[config.mk]
export PLATFORM = sky130hd
export DESIGN_NAME = picport_top
export DESIGN_NICKNAME = d
export VERILOG_FILES = /design/src/rtl/picport_pkg.sv /design/src/rtl/picport_decode.sv /design/src/rtl/picport_initseq.sv /design/src/rtl/picport_opunit.sv /design/src/rtl/picport_top.sv
export SDC_FILE = /design/constraint.sdc
export NUM_CORES = 1
export LEC_CHECK = 0
export ABC_AREA = 1
export BUFFER_PORTS_ARGS = -buffer_cell sky130_fd_sc_hd__buf_2
export CAP_MARGIN = 10
export CORE_ASPECT_RATIO = 1.5
export CORE_UTILIZATION = 50
export CTS_CLUSTER_SIZE = 28
export DETAILED_ROUTE_END_ITERATION = 16
export GPL_ROUTABILITY_DRIVEN = 0
export HOLD_SLACK_MARGIN = 0.15
export PLACE_DENSITY_LB_ADDON = 0.25
export SKIP_CTS_REPAIR_TIMING = 1
export SLEW_MARGIN = 20
export SYNTH_ARGS = -nofsm -noshare
export SYNTH_HDL_FRONTEND = slang
export SYNTH_SLANG_ARGS = --single-unit
[constraint.sdc]
create_clock -name clk -period 2.7 [get_ports clk]
set_input_delay 0.135 -clock clk [delete_from_list [all_inputs] [get_ports clk]]
set_output_delay 0.135 -clock clk [all_outputs]
set_load 0.01 [all_outputs]
[src/rtl/picport_pkg.sv]
package picport_pkg;
  typedef enum logic [1:0] {SEQ_IDLE, SEQ_BASE, SEQ_SKIP, SEQ_MODE} seq_t;
  typedef enum logic [2:0] {K_NONE, K_INIT, K_CTRL, K_PRIO, K_DATA} kind_t;
  typedef enum logic [2:0] {
    P_NOP, P_RAE_CLR, P_RAE_SET, P_NSEOI, P_NSEOI_ROT, P_SEOI, P_SETPRI, P_SEOI_ROT
  } prio_t;
endpackage

[src/rtl/picport_decode.sv]
module picport_decode
  import picport_pkg::*;
#(
  parameter int DW = 8,
  parameter int LW = 3
) (
  input  logic          wr_en,
  input  logic          wr_addr,
  input  logic [DW-1:0] wr_data,
  output kind_t         kind,
  output prio_t         pop,
  output logic [LW-1:0] lvl
);
  logic low_zero;
  assign low_zero = (wr_data[LW-1:0] == '0);
  assign lvl      = wr_data[LW-1:0];

  always_comb begin
    kind = K_NONE;
    pop  = P_NOP;
    if (wr_en) begin
      if (wr_addr)         kind = K_DATA;
      else if (wr_data[4]) kind = K_INIT;
      else if (wr_data[3]) kind = K_CTRL;
      else begin
        kind = K_PRIO;
        case (wr_data[7:5])
          3'b000:  pop = low_zero ? P_RAE_CLR : P_NOP;
          3'b100:  pop = low_zero ? P_RAE_SET : P_NOP;
          3'b001:  pop = low_zero ? P_NSEOI : P_NOP;
          3'b101:  pop = low_zero ? P_NSEOI_ROT : P_NOP;
          3'b011:  pop = P_SEOI;
          3'b110:  pop = P_SETPRI;
          3'b111:  pop = P_SEOI_ROT;
          default: pop = P_NOP;
        endcase
      end
    end
  end
endmodule

[src/rtl/picport_initseq.sv]
module picport_initseq
  import picport_pkg::*;
#(
  parameter int DW = 8,
  parameter int VW = 5
) (
  input  logic          clk,
  input  logic          rst_n,
  input  kind_t         kind,
  input  logic [DW-1:0] wr_data,
  output logic [DW-1:0] mask,
  output logic [VW-1:0] vec_base,
  output logic          auto_eoi,
  output logic          fourth_expected,
  output logic          init_busy,
  output logic          mode_unsup,
  output logic          core_clear
);
  seq_t state;
  assign init_busy = (state != SEQ_IDLE);

  always_ff @(posedge clk or negedge rst_n) begin
    if (!rst_n) begin
      state           <= SEQ_IDLE;
      mask            <= '0;
      vec_base        <= '0;
      auto_eoi        <= 1'b0;
      fourth_expected <= 1'b0;
      mode_unsup      <= 1'b0;
      core_clear      <= 1'b0;
    end else begin
      core_clear <= 1'b0;
      if (kind == K_INIT) begin
        mask            <= '0;
        vec_base        <= '0;
        auto_eoi        <= 1'b0;
        fourth_expected <= wr_data[0];
        mode_unsup      <= wr_data[1] | wr_data[3];
        core_clear      <= 1'b1;
        state           <= SEQ_BASE;
      end else if (kind == K_DATA) begin
        case (state)
          SEQ_IDLE: mask <= wr_data;
          SEQ_BASE: begin
            vec_base <= wr_data[DW-1:DW-VW];
            state    <= SEQ_SKIP;
          end
          SEQ_SKIP: state <= fourth_expected ? SEQ_MODE : SEQ_IDLE;
          default: begin
            auto_eoi <= wr_data[1];
            state    <= SEQ_IDLE;
          end
        endcase
      end
    end
  end
endmodule

[src/rtl/picport_opunit.sv]
module picport_opunit
  import picport_pkg::*;
#(
  parameter int DW    = 8,
  parameter int LINES = 8,
  parameter int LW    = $clog2(LINES)
) (
  input  logic             clk,
  input  logic             rst_n,
  input  kind_t            kind,
  input  prio_t            pop,
  input  logic [LW-1:0]    lvl,
  input  logic [DW-1:0]    wr_data,
  input  logic             isr_top_valid,
  input  logic [LW-1:0]    isr_top_lvl,
  output logic [LW-1:0]    rot_off,
  output logic             rd_sel_isr,
  output logic             spec_mask,
  output logic             rot_auto_eoi,
  output logic [LINES-1:0] isr_clr
);
  localparam logic [LINES-1:0] ONE = LINES'(1);

  always_ff @(posedge clk or negedge rst_n) begin
    if (!rst_n) begin
      rot_off      <= '0;
      rd_sel_isr   <= 1'b0;
      spec_mask    <= 1'b0;
      rot_auto_eoi <= 1'b0;
      isr_clr      <= '0;
    end else begin
      isr_clr <= '0;
      case (kind)
        K_INIT: begin
          rot_off      <= '0;
          rd_sel_isr   <= 1'b0;
          spec_mask    <= 1'b0;
          rot_auto_eoi <= 1'b0;
        end
        K_CTRL: begin
          if (wr_data[1]) rd_sel_isr <= wr_data[0];
          if (wr_data[6]) spec_mask  <= wr_data[5];
        end
        K_PRIO: begin
          case (pop)
            P_RAE_CLR: rot_auto_eoi <= 1'b0;
            P_RAE_SET: rot_auto_eoi <= 1'b1;
            P_NSEOI, P_NSEOI_ROT: begin
              if (isr_top_valid) isr_clr <= ONE << isr_top_lvl;
              if (pop == P_NSEOI_ROT) rot_off <= rot_off + 1'b1;
            end
            P_SEOI:   isr_clr <= ONE << lvl;
            P_SETPRI: rot_off <= lvl + 1'b1;
            P_SEOI_ROT: begin
              isr_clr <= ONE << lvl;
              rot_off <= lvl + 1'b1;
            end
            default: ;
          endcase
        end
        default: ;
      endcase
    end
  end
endmodule

[src/rtl/picport_top.sv]
module picport_top
  import picport_pkg::*;
#(
  parameter int LINES = 8,
  parameter int DW    = 8,
  parameter int VW    = 5,
  parameter int LW    = $clog2(LINES)
) (
  input  logic             clk,
  input  logic             rst_n,
  input  logic             wr_en,
  input  logic             wr_addr,
  input  logic [DW-1:0]    wr_data,
  input  logic             rd_addr,
  output logic [DW-1:0]    rd_data,
  input  logic [LINES-1:0] irr_in,
  input  logic [LINES-1:0] isr_in,
  input  logic             isr_top_valid,
  input  logic [LW-1:0]    isr_top_lvl,
  output logic [DW-1:0]    mask,
  output logic [VW-1:0]    vec_base,
  output logic             auto_eoi,
  output logic [LW-1:0]    rot_off,
  output logic             rd_sel_isr,
  output logic             spec_mask,
  output logic             rot_auto_eoi,
  output logic             fourth_expected,
  output logic             init_busy,
  output logic             mode_unsup,
  output logic             core_clear,
  output logic [LINES-1:0] isr_clr
);
  kind_t         kind;
  prio_t         pop;
  logic [LW-1:0] lvl;

  picport_decode #(.DW(DW), .LW(LW)) u_dec (
    .wr_en(wr_en), .wr_addr(wr_addr), .wr_data(wr_data),
    .kind(kind), .pop(pop), .lvl(lvl)
  );

  picport_initseq #(.DW(DW), .VW(VW)) u_seq (
    .clk(clk), .rst_n(rst_n), .kind(kind), .wr_data(wr_data),
    .mask(mask), .vec_base(vec_base), .auto_eoi(auto_eoi),
    .fourth_expected(fourth_expected), .init_busy(init_busy),
    .mode_unsup(mode_unsup), .core_clear(core_clear)
  );

  picport_opunit #(.DW(DW), .LINES(LINES), .LW(LW)) u_op (
    .clk(clk), .rst_n(rst_n), .kind(kind), .pop(pop), .lvl(lvl),
    .wr_data(wr_data), .isr_top_valid(isr_top_valid), .isr_top_lvl(isr_top_lvl),
    .rot_off(rot_off), .rd_sel_isr(rd_sel_isr), .spec_mask(spec_mask),
    .rot_auto_eoi(rot_auto_eoi), .isr_clr(isr_clr)
  );

  always_comb begin
    if (rd_addr)         rd_data = mask;
    else if (rd_sel_isr) rd_data = DW'(isr_in);
    else                 rd_data = DW'(irr_in);
  end
endmodule

* Word level (Yosys, flattened, before mapping)
Cells that the tools add are included.
** Cells by class
- Add/sub/neg operators :: 2
- Equal/unequal tests :: 26
- Shifts and indexed selects :: 2
- Multiplexer cells :: 41
- Bitwise gates (word level) :: 1
- Reduce and logical (&&, ||, !) cells :: 21
** Operators by type and width (count)
- $mux W8 :: 7
- $eq A3 B3 Y1 const B :: 9
- $mux W3 :: 9
- $pmux W3 S7 :: 1
- $pmux W8 S2 :: 1
- $shl A1 B3 Y8 const A :: 2
- $eq A3 B2 Y1 const B :: 5
- $mux W5 :: 3
- $reduce_and A2 Y1 :: 7
- $pmux W3 S2 :: 2
- $reduce_bool A2 Y1 :: 6
- $mux W2 :: 5
- $eq A3 B1 Y1 const B :: 3
- $mux W1 :: 8
- $pmux W1 S2 :: 4
- $add A3 B1 Y3 const B :: 2
- $logic_not A3 Y1 :: 2
- $ne A3 B2 Y1 const B :: 2
- $pmux W2 S3 :: 1
- $reduce_or A2 Y1 :: 3
- $ne A2 B1 Y1 const B :: 2
- $ne A2 B2 Y1 const B :: 2
- $ne A3 B3 Y1 const B :: 1
- $reduce_and A3 Y1 :: 1
- other kinds (5) :: 5
** Word-level totals
- Flip-flop bits (word level) :: 33
- Input port bits :: 33
- Output and inout bits :: 40
- Word-level logic and storage cells :: 105

* Depth between registers and ports, before layout
Gate-level depths: netlist of run 1.
- Depth after elaboration :: 11
- Depth in mapped cells :: 13
- Depth with buffers taken out :: 13

* By module
Synthesis of run 1 repeated with hierarchy kept, for this count alone.
** Second synthesis, totals
- Cells, all modules :: 320
- Area total of the unflattened synthesis :: 2159.6 sq um
** Modules (own cells, without submodules)
- picport_initseq :: instances 1, cells each 108, area an instance 947.2 sq um
- picport_opunit :: instances 1, cells each 120, area an instance 830.8 sq um
- picport_top :: instances 1, cells each 60, area an instance 240.2 sq um
- picport_decode :: instances 1, cells each 32, area an instance 141.4 sq um

* Worst setup path before layout of run 1
OpenSTA, ideal clock, no wires.
- Kind :: in2reg
- From :: input wr_data[4]
- To :: register u_op.rot_off[2]
- Setup time :: 117 ps
- Data arrival time :: 1319 ps
- Data required time :: 2583 ps
- Path slack :: 1264 ps
- Stages :: 11
- Cell sequence :: nor2_4 > nand3_4 > inv_1 > nand4_1 > o21ai_1 > inv_1 > ha_1 > inv_1 > nand3_1 > nand3_1 > nand2_1
** Between the ends
- Word-level cells in the longest chain between the ends :: 7
- Elaborated cells on any way between the ends :: 20
- Those cells by class :: 8 x eq/ne; 8 x mux; 4 x reduce/logical
** Ends and longest elaborated chain
- start, declared :: RTL line picport_top.sv:13 : input logic [DW-1:0] wr_data,
- $mux W3 :: RTL line picport_decode.sv:23 : else if (wr_data[4]) kind = K_INIT;
- $mux W3 :: RTL line picport_decode.sv:22 : if (wr_addr) kind = K_DATA;
- $mux W3 :: RTL line picport_decode.sv:21 : if (wr_en) begin
- $eq A3 B3 Y1 (tied with other cells) :: RTL line picport_opunit.sv:45 : case (pop)
- $reduce_or A2 Y1 (on tied branches)
- $pmux W3 S2 / $ne A3 B2 Y1 (equally long branches)
- $pmux W3 S2 / $reduce_and A3 Y1 (equally long branches)
- end signal, assigned :: RTL line picport_opunit.sv:50 : if (pop == P_NSEOI_ROT) rot_off <= rot_off + 1'b1;
- end signal, assigned :: RTL line picport_opunit.sv:53 : P_SETPRI: rot_off <= lvl + 1'b1;
- end signal, assigned :: RTL line picport_opunit.sv:56 : rot_off <= lvl + 1'b1;
- end, declared :: RTL line picport_opunit.sv:16 : output logic [LW-1:0] rot_off,
Several ways; a longest one is shown, not always the timed one.
A chain may end at the register's enable or synchronous reset.

* Final worst setup path of run 1
- From :: register u_op.rd_sel_isr
- To :: output rd_data[6]
** Between the ends
- Word-level cells in the longest chain between the ends :: 2
** Ends and longest elaborated chain
- start, declared :: RTL line picport_opunit.sv:17 : output logic rd_sel_isr,
- start signal, assigned :: RTL line picport_opunit.sv:41 : if (wr_data[1]) rd_sel_isr <= wr_data[0];
- $mux W8 :: RTL line picport_top.sv:58 : else if (rd_sel_isr) rd_data = DW'(isr_in);
- $mux W8 :: RTL line picport_top.sv:57 : if (rd_addr) rd_data = mask;
- end, declared :: RTL line picport_top.sv:15 : output logic [DW-1:0] rd_data,
No other way between the ends.

==> results.md, run 1 <==
* Outcome: finished, final reports clean
* Syn_area_per_cell at 7.49 sq um
* Chip height at 78.6 um
* Final Max Slew Viols at 0
* Slowest CP cell: dfrtp_1
* WL final at 4610 um
* Worst Path Buf+Inv at 2
* Initial Utilization at between 50% and 60%
* Worst vdd ir at 0.000683 V
* Synth top area cells: dfrtp_1 (42%), nand2_1 (16%), a21oi_1 (5.4%), inv_1 (5.0%), nor2_1 (4.2%)
* RSZ-0062 raised after global routing: no
* Worst EP required at ~2.6 ns
* Max Freq at 621 MHz
* DR vias at 1,911
* # IOs at 73
* CTS H-tree lvls at 2
* Number of setup violations in the final report at 0
* Total power at roughly 1.4 mW
* Register bit total from synthesis at 33
* Initial antenna violation count at 0
* Vias/cell at 5.02
* Clk root buf: clkbuf_8
* Crit-path cells: clkinv_1, nand2_1, a21oi_1, buf_2
* Worst slew margin at a little over half
* CTS tree: done
* Final net count at 375
* Gr usage total at 24.0%
* Layout cells sized above 1 at between 20 and 30%
* Syn Nets at 299
* CTS Buf Count at 5
* Register clock-pin slew on the reported worst setup and hold paths at 0.06 ns
* DP Wirelength at 3540 um
* Pin count of the biggest net entering global routing at 34
* DRT iter0 DRCs at 45
* Lkg Pwr at 1.46 nW
* DRC at 0
* Worst Hold Slack at 0.149 ns
* Synth top area share at 42.3%
* Synth async-reset ratio at 100%
* Most common cell after layout, fill and taps aside: nand2_1
* PwrDens at 565 mW/mm^2
* Cell accounting for the most synthesized area: dfrtp_1
* Max-cap check violation count at 0
* Startpoint types: flop
* Critical path's top delay family: flip-flops
* Die X at 53.0 um
* Element type at the critical path end: output port
* Drt pass-1 iters at 4
* GRT overflow at 0
* Post-synth cell types at 28
* Worst slew pin tran at 0.709 ns
* Post-synthesis sequential area ratio at 42.3%
* CORE AREA at around 0.0037 sq mm
* Most frequent cells in the layout: nand2_1 (82), buf_2 (72), dfrtp_1 (33)
* First-pass GRT wire length at 7330 um
* Setup TNS at 0 ns
* I/O Buffers at approximately 70
* Final hold vios at 0
* Antenna Cells at 0
* Clk sinks at 33
* Wire length per cell at 12.1 um
* Synth Flop Type: dfrtp_1
* Fillers at 346
* FP Rows at 27
* Placed cell area at 0.00235 sq mm
* Final setup skew at 0.00259 ns
* Critical setup path kind: reg2out
* Hold Crit Class: in2reg
* Max Root-Sink Buffers at 2
* Post-Synthesis Cells at between 200 and 300
* YS warnings at 0
* Post-route cell area at 0.00248 sq mm
* Vias in the first global route at around 1,800
* ANT nets after route at 0
* Critical Path Max Stage Delay at 0.52 ns
* Area growth, synth to finish at 26.8%
* Tcrit/Tclk final at between 50% and 60%
* EDFF count, synth at 0
* Maximum fanout along the worst path at 10
* Clk Latency, worst-skew pair at around 0.28 ns
* Syn Std Cell Area at between 0.0015 and 0.002 sq mm
* Tmin final at 1.61 ns
* Worst EP arrival at 1.47 ns
* Die area at about 0.0042 sq mm
==> sequential cells by signal, indices dropped and copies added (netlist names), 2 cells and up <==
register,count
u_op.isr_clr,8
u_seq.mask,8
u_seq.vec_base,5
u_op.rot_off,3
u_seq.state,2
==> path summary, 6_finish.rpt <==
| check | start | endpoint | slack, ns | cells after the start |
|---|---|---|---|---|
| min in group asynchronous | rst_n | u_seq.state[0] | 0.45 | 2 |
| max | u_op.rd_sel_isr | rd_data[6] | 1.09 | 4 |
| min | wr_data[1] | u_op.isr_clr[2] | 0.15 | 3 |
| min reg2reg | u_seq.vec_base[0] | u_seq.vec_base[0] | 0.47 | 2 |
| max in group asynchronous | rst_n | u_seq.mask[3] | 1.80 | 2 |
| max reg2reg | u_seq.state[1] | u_seq.mask[0] | 1.18 | 6 |
==> cells in the mapped netlist, types with 2 or more instances <==
master   count
nand2_1     82
dfrtp_1     33
inv_1       26
nor2_1      22
a21oi_1     21
nand3_1     13
o21ai_0     13
nand4_1      8
o21ai_1      7
ha_1         5
nand2_2      4
inv_2        3
nand2_4      3
nor2_2       3
nor2_4       3
buf_2        2
o31ai_1      2
==> worst register-to-register path: stages, from the launching register on <==
cell and delay [ns]:
dfrtp_1 0.40, inv_1 0.11, ha_1 0.17, inv_1 0.05
a21oi_1 0.21, inv_1 0.24, o31ai_1 0.26
==> final cells by class <==
class | instances | area, sq um | share of cell area [%]
clock buffers | 7 | 86.3 | 3.48
clock inverters | 1 | 30.0 | 1.21
inverters | 30 | 113 | 4.55
multi-input cells | 194 | 998 | 40.3
flip-flops and latches | 33 | 826 | 33.3
well taps | 43 | 53.8 | 2.17
repair buffers | 73 | 370 | 14.9
==> through the flow <==
step	utilization [%]	setup WS, ns	instances
finish	66.7	1.09	381
global route	66.7	0.956	381
CTS	66.4	1.09	380
detailed placement	63.3	0.983	372
global placement	63.3	1.05	372
floorplan	-	1.26	261
==> per-layer routing <==
layer | global-route usage (%) | wire length (um) | vias up
met3 | 4.84 | 276 | 6
met4 | 7.11 | 59 | 0
met2 | 47.5 | 2450 | 56
li1 | - | - | 994
met5 | 0 | 0 | -
met1 | 23.0 | 1820 | 855
==> power breakdown <==
| group | internal (mW) | switching, mW | total [mW] |
|---|---|---|---|
| Combinational | 0.129 | 0.202 | 0.331 |
| Clock | 0.301 | 0.174 | 0.475 |
| Sequential | 0.553 | 0.0400 | 0.593 |
==> logic make-up after synthesis <==
group / share of synthesized area [%]
compound gates: 14.0
fa+ha+maj: 3.20
buf+inv: 6.66
flops: 42.3
simple gates: 33.9
Note: power is estimated with default switching activity, not from simulation.
==> run 2, diff against run 1 <==
ABC_AREA = 0   (was 1)
CORE_UTILIZATION = 44   (was 50)
clock period = 1.4 ns   (was 2.7 ns; I/O delays follow)
==> results.md, run 2 <==
* Crit-path cells: buf_6, or4b_4, nor3_4, mux2_4, ha_4, inv_2, nand3_2, a32o_1
* GRT overflow at 0
* Syn Std Cell Area at 0.00186 sq mm
* Synth top area cells: dfrtp_1 (44%), nand2_1 (8.9%), o21ai_0 (5.9%), mux2i_1 (4.3%), a22o_1 (3.8%)
* Maximum fanout along the worst path at 3
* EDFF count, synth at 0
* Antenna Cells at 0
* Worst slew margin at 70.8%
* Post-Synthesis Cells at 213
* Max Root-Sink Buffers at 2
* Clk root buf: clkbuf_8
* Wire length per cell at 13.7 um
* Hold Crit Class: in2reg
* Tmin final at 1.57 ns
* Placed cell area at 0.00252 sq mm
* Drt pass-1 iters at 4
* Post-layout util at 69.3%
* CTS H-tree lvls at 2
* Failing checks: negative setup slack
* Gr usage total at 23.6%
* Area growth, synth to finish at 48.6%
* YS warnings at 0
* Worst EP arrival at 1.74 ns
* First-pass GRT wire length at 7680 um
* Critical setup path kind: in2reg
* Max Freq at 637 MHz
* # IOs at 73
* Synth Flop Type: dfrtp_1
* Register clock-pin slew on the reported worst setup and hold paths at 0.06 ns
* Initial Utilization at 46.6%
* Slowest CP cell: or4b_4
* Pin count of the biggest net entering global routing at 34
* Final net count at approximately 360
* FP Rows at 28
* Most frequent cells in the layout: buf_2 (70), nand2_1 (44), buf_4 (32), dfrtp_1 (32), o21ai_0 (15)
* Top Registers: u_op.isr_clr x8, u_seq.mask x8, u_seq.vec_base x5
* DP Wirelength at 3740 um
* Most common cell after layout, fill and taps aside: buf_2
* DRC at 0
* CTS Buf Count at 5
* Comb power frac at a little under two fifths
* Tcrit/Tclk final at 112%
* Syn_area_per_cell at 8.74 sq um
* DRT iter0 DRCs at 47
* ANT nets after route at 0
* Synth top cells by count: nand2_1 (44), dfrtp_1 (33), o21ai_0 (22)
* Chip height at 81.7 um
* Critical Path Max Stage Delay at 0.56 ns
* Vias/cell at 5.35
* Synth top area share at 44.4%
* Post-route cell area at 0.00277 sq mm
* Post-synth cell types at 41
* Element type at the critical path end: flop
* Register bit total from synthesis at 33
* Worst Hold Slack at between 0.1 and 0.15 ns
* Lkg Pwr at 1.42 nW
* Worst EP required at 1.57 ns
* Final setup skew at 0.00728 ns
* Clk sinks at 33
* Critical path's top delay family: simple AND/OR/NAND/NOR gates
* Post-synthesis sequential area ratio at about 44%
* Total power at 3.47 mW
* Number of setup violations in the final report at 2
* Startpoint types: input pin
* Die X at between 50 and 60 um
* DR vias at slightly below 2,000
* CTS tree: done
* Worst Path Buf+Inv at 2
* Clock share of power at between 20% and 30%
* Worst slew pin tran at about 0.43 ns
* Outcome: complete, but fails checks
* CORE AREA at 0.00399 sq mm
* Net Sw Power at 1.12 mW
* Worst vdd ir at 0.00102 V
* Final hold vios at 0
* Vias in the first global route at 1,752
* Synth async-reset ratio at 100%
* Syn Nets at 251
* PwrDens at 1260 mW/mm^2
* Most frequent cell after synthesis: nand2_1
* Layout cells sized above 1 at 40.7%
* Die area at 0.00450 sq mm
* Register share of total power at 37.1%
* Max-cap check violation count at 0
* Initial antenna violation count at 0
* I/O Buffers at 72
* RSZ-0062 raised after global routing: yes
* Clk Latency, worst-skew pair at 0.28 ns
* Setup WS post-layout at -0.169 ns
* Final Max Slew Viols at 0
* WL final at approximately 5000 um
* Sw Share at 32.3%
* Internal power at 2.35 mW
* Cell accounting for the most synthesized area: dfrtp_1
[run 2: kinds of logic after synthesis]
group / Yosys count / share of synthesized area, %
buffers and inverters: 27 / 5.51
multiplexers: 9 / 4.91
AND/OR/NAND/NOR: 80 / 20.8
AO/OA/AOI/OAI: 58 / 20.6
flip-flops: 33 / 44.4
adder cells (fa/ha/maj): 5 / 3.36
XOR/XNOR: 1 / 0.471
[run 2: per-layer routing]
layer	share of wire, %	GRT usage (%)	vias up
li1	-	-	973
met1	39	25.9	890
met2	52	41.2	88
met3	7.4	5.19	11
met4	2.1	11.0	0
met5	0	0	-
[run 2: per-stage QoR]
step	std cells	TNS, ns	setup slack [ns]
after detailed placement	349	-1.87	-0.506
after global routing	367	-0.454	-0.215
after CTS	357	-0.618	-0.208
final	367	-0.274	-0.169
after floorplan	213	-0.729	-0.414
after global placement	349	-1.67	-0.474
[run 2: final timing paths]
path | startpoint | cells after the start | to | slack [ns]
setup / recovery | wr_data[3] | 8 | u_op.rot_off[2] | -0.17
setup reg to reg | u_op.rot_off[0] | 6 | u_op.rot_off[2] | 0
min in group asynchronous | rst_n | 3 | u_seq.vec_base[3] | 0.33
hold / removal | isr_top_valid | 3 | u_op.isr_clr[6] | 0.14
max in group asynchronous | rst_n | 3 | u_op.rd_sel_isr | 0.74
hold reg to reg | u_seq.mode_unsup | 2 | u_seq.mode_unsup | 0.47
[run 2: final cells by class]
cell class / count / area [sq um]
fillers: 331 / 1230
multi-input cells: 153 / 1010
flip-flops and latches: 33 / 827
repair buffers: 112 / 701
clock buffers: 7 / 86.3
inverters: 16 / 60.1
well taps: 45 / 56.3
clock inverters: 1 / 30.0
[run 2: power by group through the flow]
stage | clock [mW] | combinational [mW] | sequential, mW
floorplan | 0 | 0.540 | 1.38
global placement | 0 | 1.13 | 1.29
detailed placement | 0 | 1.16 | 1.31
CTS | 0.933 | 1.16 | 1.29
global route | 0.977 | 1.44 | 1.31
finish | 0.910 | 1.28 | 1.29
[run 2: worst register-to-register path, delay by kind of cell (launching register included)]
kind	cells	cell delay [ns]
adder cells (fa/ha/maj)	1	0.19
buffers and inverters	2	0.09
flip-flops	1	0.34
AO/OA/AOI/OAI	3	0.69
